**config.mk**
```make
export PLATFORM = sky130hd
export DESIGN_NAME = irq_gate
export DESIGN_NICKNAME = d
export VERILOG_FILES = /design/src/rtl/irq_gate_pkg.sv /design/src/rtl/irq_field_slice.sv /design/src/rtl/irq_enable_eval.sv /design/src/rtl/irq_pending_eval.sv /design/src/rtl/irq_gate.sv
export SDC_FILE = /design/constraint.sdc
export NUM_CORES = 1
export LEC_CHECK = 0
export BUFFER_PORTS_ARGS = -buffer_cell sky130_fd_sc_hd__buf_2
export CORE_UTILIZATION = 26
export CTS_CLUSTER_DIAMETER = 120
export CTS_CLUSTER_SIZE = 25
export DETAILED_ROUTE_END_ITERATION = 10
export GPL_TIMING_DRIVEN = 0
export PLACE_DENSITY = 0.8
export SLEW_MARGIN = 20
export SYNTH_ARGS = -nofsm -noshare
export SYNTH_HDL_FRONTEND = slang
export SYNTH_SLANG_ARGS = --single-unit
export TNS_END_PERCENT = 10
```
**constraint.sdc**
```tcl
create_clock -name clk -period 2.06 [get_ports clk]
set_clock_uncertainty 0.15 [all_clocks]
set_input_delay 0.412 -clock clk [delete_from_list [all_inputs] [get_ports clk]]
set_output_delay 0.412 -clock clk [all_outputs]
set_load 0.005 [all_outputs]
```
**src/rtl/irq_gate_pkg.sv**
```systemverilog
package irq_gate_pkg;

    // Default geometry of the control words
    localparam int WORD_W      = 32;
    localparam int IRQ_FIELD_W = 8;
    localparam int IRQ_LSB     = 8;
    localparam int GIE_POS     = 0;
    localparam int EXL_POS     = 1;
    localparam int ERL_POS     = 2;

    // How the interrupt fields are compared
    typedef enum logic {
        CMP_LINE_MASK = 1'b0,
        CMP_LEVEL     = 1'b1
    } cmp_mode_e;

    // Every input that can veto an interrupt
    typedef struct packed {
        logic gie;
        logic exl;
        logic erl;
        logic dbg;
        logic exempt;
    } gate_bits_t;

    // Combined view of the decision
    typedef struct packed {
        logic enabled;
        logic pending;
    } irq_verdict_t;

    function automatic logic gate_open(input gate_bits_t g);
        return g.gie && !g.exl && !g.erl && !g.dbg && !g.exempt;
    endfunction

endpackage

```
**src/rtl/irq_field_slice.sv**
```systemverilog
module irq_field_slice #(
    parameter int WORD_W  = 32,
    parameter int FIELD_W = 8,
    parameter int LSB     = 8
) (
    input  logic [WORD_W-1:0]  word_in,
    output logic [FIELD_W-1:0] field_out
);
    localparam int MSB = LSB + FIELD_W - 1;

    logic [WORD_W-1:0] unused_word;
    assign unused_word = word_in;

    for (genvar i = 0; i < FIELD_W; i++) begin : g_bit
        assign field_out[i] = word_in[LSB + i];
    end

    initial begin
        if (MSB >= WORD_W) $error("field does not fit in word");
    end
endmodule

```
**src/rtl/irq_enable_eval.sv**
```systemverilog
module irq_enable_eval
    import irq_gate_pkg::*;
(
    input  logic       clk,
    input  logic       rst,
    input  gate_bits_t gate,
    output logic       enabled
);
    always_comb begin
        enabled = gate_open(gate);
    end

    assert_level_bits_block_R2: assert property (
        @(posedge clk) disable iff (rst)
        (gate.exl || gate.erl) |-> !enabled
    );

    assert_debug_blocks_R3: assert property (
        @(posedge clk) disable iff (rst)
        gate.dbg |-> !enabled
    );

    assert_exempt_blocks_R4: assert property (
        @(posedge clk) disable iff (rst)
        gate.exempt |-> !enabled
    );
endmodule

```
**src/rtl/irq_pending_eval.sv**
```systemverilog
module irq_pending_eval
    import irq_gate_pkg::*;
#(
    parameter int FIELD_W = 8
) (
    input  logic               clk,
    input  logic               rst,
    input  cmp_mode_e          mode,
    input  logic [FIELD_W-1:0] req_field,
    input  logic [FIELD_W-1:0] ctl_field,
    output logic               pending
);
    logic [FIELD_W-1:0] line_hits;
    logic               any_line;
    logic               above_level;

    // One gate per interrupt line
    for (genvar i = 0; i < FIELD_W; i++) begin : g_line
        assign line_hits[i] = req_field[i] & ctl_field[i];
    end

    assign any_line    = |line_hits;
    assign above_level = (req_field > ctl_field);

    always_comb begin
        unique case (mode)
            CMP_LEVEL:     pending = above_level;
            default:       pending = any_line;
        endcase
    end

    assert_equal_level_idle_R6: assert property (
        @(posedge clk) disable iff (rst)
        (mode == CMP_LEVEL && req_field == ctl_field) |-> !pending
    );

    assert_quiet_lines_idle_R5: assert property (
        @(posedge clk) disable iff (rst)
        (mode == CMP_LINE_MASK && req_field == '0) |-> !pending
    );
endmodule

```
**src/rtl/irq_gate.sv**
```systemverilog
module irq_gate
    import irq_gate_pkg::*;
#(
    parameter int DATA_W   = irq_gate_pkg::WORD_W,
    parameter int FIELD_W  = irq_gate_pkg::IRQ_FIELD_W,
    parameter int FIELD_LO = irq_gate_pkg::IRQ_LSB,
    parameter int GIE_BIT  = irq_gate_pkg::GIE_POS,
    parameter int EXL_BIT  = irq_gate_pkg::EXL_POS,
    parameter int ERL_BIT  = irq_gate_pkg::ERL_POS
) (
    input  logic              clk,
    input  logic              rst,
    input  logic [DATA_W-1:0] status_word,
    input  logic [DATA_W-1:0] cause_word,
    input  logic              dbg_mode,
    input  logic              thr_exempt,
    input  logic              ext_vec_mode,
    output logic              irq_enabled,
    output logic              irq_pending,
    output logic              irq_take
);
    gate_bits_t         gate;
    cmp_mode_e          mode;
    logic [FIELD_W-1:0] req_field;
    logic [FIELD_W-1:0] ctl_field;
    irq_verdict_t       verdict;
    logic               take_q;

    always_comb begin
        gate.gie    = status_word[GIE_BIT];
        gate.exl    = status_word[EXL_BIT];
        gate.erl    = status_word[ERL_BIT];
        gate.dbg    = dbg_mode;
        gate.exempt = thr_exempt;
        mode        = ext_vec_mode ? CMP_LEVEL : CMP_LINE_MASK;
    end

    irq_field_slice #(
        .WORD_W (DATA_W),
        .FIELD_W(FIELD_W),
        .LSB    (FIELD_LO)
    ) u_cause_slice (
        .word_in  (cause_word),
        .field_out(req_field)
    );

    irq_field_slice #(
        .WORD_W (DATA_W),
        .FIELD_W(FIELD_W),
        .LSB    (FIELD_LO)
    ) u_status_slice (
        .word_in  (status_word),
        .field_out(ctl_field)
    );

    irq_enable_eval u_enable (
        .clk    (clk),
        .rst    (rst),
        .gate   (gate),
        .enabled(verdict.enabled)
    );

    irq_pending_eval #(
        .FIELD_W(FIELD_W)
    ) u_pending (
        .clk      (clk),
        .rst      (rst),
        .mode     (mode),
        .req_field(req_field),
        .ctl_field(ctl_field),
        .pending  (verdict.pending)
    );

    always_ff @(posedge clk) begin
        if (rst) begin
            take_q <= 1'b0;
        end else begin
            take_q <= verdict.enabled & verdict.pending;
        end
    end

    assign irq_enabled = verdict.enabled;
    assign irq_pending = verdict.pending;
    assign irq_take    = take_q;

    assert_take_follows_R8: assert property (
        @(posedge clk) disable iff (rst)
        (irq_enabled && irq_pending) |=> irq_take
    );

    assert_reset_clears_R8: assert property (
        @(posedge clk)
        rst |=> !irq_take
    );

    assert_disable_drops_R9: assert property (
        @(posedge clk) disable iff (rst)
        !irq_enabled |=> !irq_take
    );

    assert_no_pending_no_take_R8: assert property (
        @(posedge clk) disable iff (rst)
        !irq_pending |=> !irq_take
    );
endmodule

```
==> impl_metrics.json <==
{
  "fin_nets": 160,
  "slew_headroom_pct": 78.2,
  "synth_nets": 130,
  "rsz0062_at_grt": "true",
  "die_y_um": 41.1,
  "fmax_mhz": 471,
  "grt_max_degree": 4,
  "cpPeakStageDelay_ns": 0.29,
  "yosysSeqAreaShare_pct": 5.03,
  "layout_common_cells": "buf_2, ha_1, inv_1",
  "synthCells": 45,
  "crit_path_cell_trace": "buf_8, ha_4, nor4_4, a21oi_2, a2111oi_4, a21oi_1, buf_2",
  "largest_reg_flops": 1,
  "power_density_nw_per_um2": 202,
  "status": "finished, violations left",
  "tightest_slew_ns": 0.324,
  "stdcell_area_um2": 714,
  "p_total_uw": 144,
  "clk_pin_slew_ns": 0,
  "ir_drop_mv": 0.102,
  "globalplace.congestion": 0.749,
  "finalMaxSlewViolations": 0,
  "fin_crit_ns": 2.12,
  "vias": 406,
  "cp.required_ns": 1.50,
  "crit_slowest_cell": "nor4_4",
  "wl_um": 964,
  "antenna_found_initial": 0,
  "firstDrtPassIters": 2,
  "maxCapViolCount": 0,
  "dpl_cell_area_um2": 547,
  "critPathBufInv": 2,
  "dp.final_hpwl_um": 794,
  "seqCellArea_um2": 20.0,
  "drc": 0,
  "syn-cell-area_um2": 398,
  "multiInputGateArea_um2": 465,
  "synth.distinct_cells": 17,
  "setup_viol": 1,
  "timing.final.crit_share_pct": 103,
  "grt_pass1_wl_um": 1370,
  "path_delay_family": "compound AO/OA/AOI/OAI gates",
  "min_path_type": "input port to flip-flop",
  "wl_per_cell_um": 11.0,
  "final_layout_size_suffix_gt1_share_pct": 61.6,
  "grt_overflow": 0,
  "p_leak_nw": 0.342,
  "worst_setup_path_end_kind": "output pin",
  "nFillCells": 135,
  "synth_warnings": 0,
  "viasPerCell": 4.61,
  "worstPathArrival_ns": 1.56,
  "critPathLaunchType": "input port",
  "initial_utilization_pct": 29.1,
  "syn_avg_cell_area_um2": 8.84,
  "first_global_vias": 338,
  "die_x_um": 41.1,
  "dieArea_um2": 1690,
  "syn_to_final_growth_pct": 79.6,
  "drtAntennaViolNets": 0,
  "grt_util_all_layers_pct": 11.7,
  "row_count": 13,
  "crit_type": "input port to output pin",
  "postCtsHoldBufs": 0,
  "io_pins": 72,
  "insertedDiodeCount": 0,
  "ys_ff_latch": 1,
  "dr.first_iter.drc_count": 1,
  "port_buffers": 26,
  "violations": "negative setup slack",
  "crit_fanout": 2,
  "core_area_um2": 1370,
  "layout_setup_ws_ns": -0.0612,
  "mostFrequentLayoutCell": "buf_2",
  "hold_violations": 0
}
==> where the power goes <==
part	switching, mW	leakage (nW)	internal, mW
combinational	0.0539	0.334	0.0702
sequential	0.0000209	0.00806	0.0199
clock	0	0	0
total	0.0540	0.342	0.0901
==> cell usage after synthesis <==
| cell type | n | area share, % |
|---|---|---|
| a2111oi_4 | 1 | 6.9 |
| a211oi_1 | 1 | 1.9 |
| a21bo_2 | 1 | 2.5 |
| a21oi_1 | 5 | 6.3 |
| and2_1 | 1 | 1.6 |
| and4_1 | 1 | 2.2 |
| dfxtp_1 | 1 | 5.0 |
| ha_1 | 16 | 50 |
| inv_1 | 8 | 7.5 |
| nand2_1 | 1 | 0.94 |
| nand2b_1 | 2 | 3.1 |
| nand4_1 | 1 | 1.6 |
| nor2_1 | 1 | 0.94 |
| nor2b_1 | 1 | 1.6 |
| nor4_1 | 2 | 3.1 |
| nor4_2 | 1 | 3.1 |
| o21ai_0 | 1 | 1.3 |
==> metal layers <==
metal	GRT usage (%)	wire [um]	vias up	part of all wire, %
met4	0	0	0	0
li1	-	-	214	-
met5	0	0	-	0
met2	22.3	506	10	52
met1	15.5	407	182	42
met3	0	50	0	5.2
==> worst paths after layout <==
check	from	end	cells after the start
worst max-delay path	cause_word[13]	irq_pending	7
worst min-delay path	rst	irq_take	3
==> cell type report <==
cell class | instances | share of cell area [%]
Inverter | 8 | 4.20
Multi-Input combinational cell | 36 | 65.1
Sequential cell | 1 | 2.80
Tap cell | 15 | 2.63
Timing Repair Buffer | 28 | 25.2
==> logic make-up after synthesis <==
family	after synthesis	share of synthesized area, %
buffers and inverters	8	7.55
flip-flops	1	5.03
adder cells (fa/ha/maj)	16	50.3
AO/OA/AOI/OAI	9	18.9
AND/OR/NAND/NOR	11	18.2
==> repair_timing <==
action,in CTS,in global routing
pin swaps,10,2
endpoints found under the setup margin,1,1
gates resized for setup,30,1
setup buffers,2,0
==> metrics by stage <==
stage               util, %  setup TNS, ns  setup slack, ns  std cells  hold slack (ns)
floorplan                 -              0           0.0672         45            0.431
global placement       40.0         -0.279           -0.279         86            0.524
detailed placement     40.0         -0.333           -0.333         86            0.523
CTS                    52.1        -0.0560          -0.0560         88            0.523
global route           52.3         -0.152           -0.152         88            0.559
finish                 52.3        -0.0612          -0.0612         88            0.540
Power figures use the tool's default switching activity.
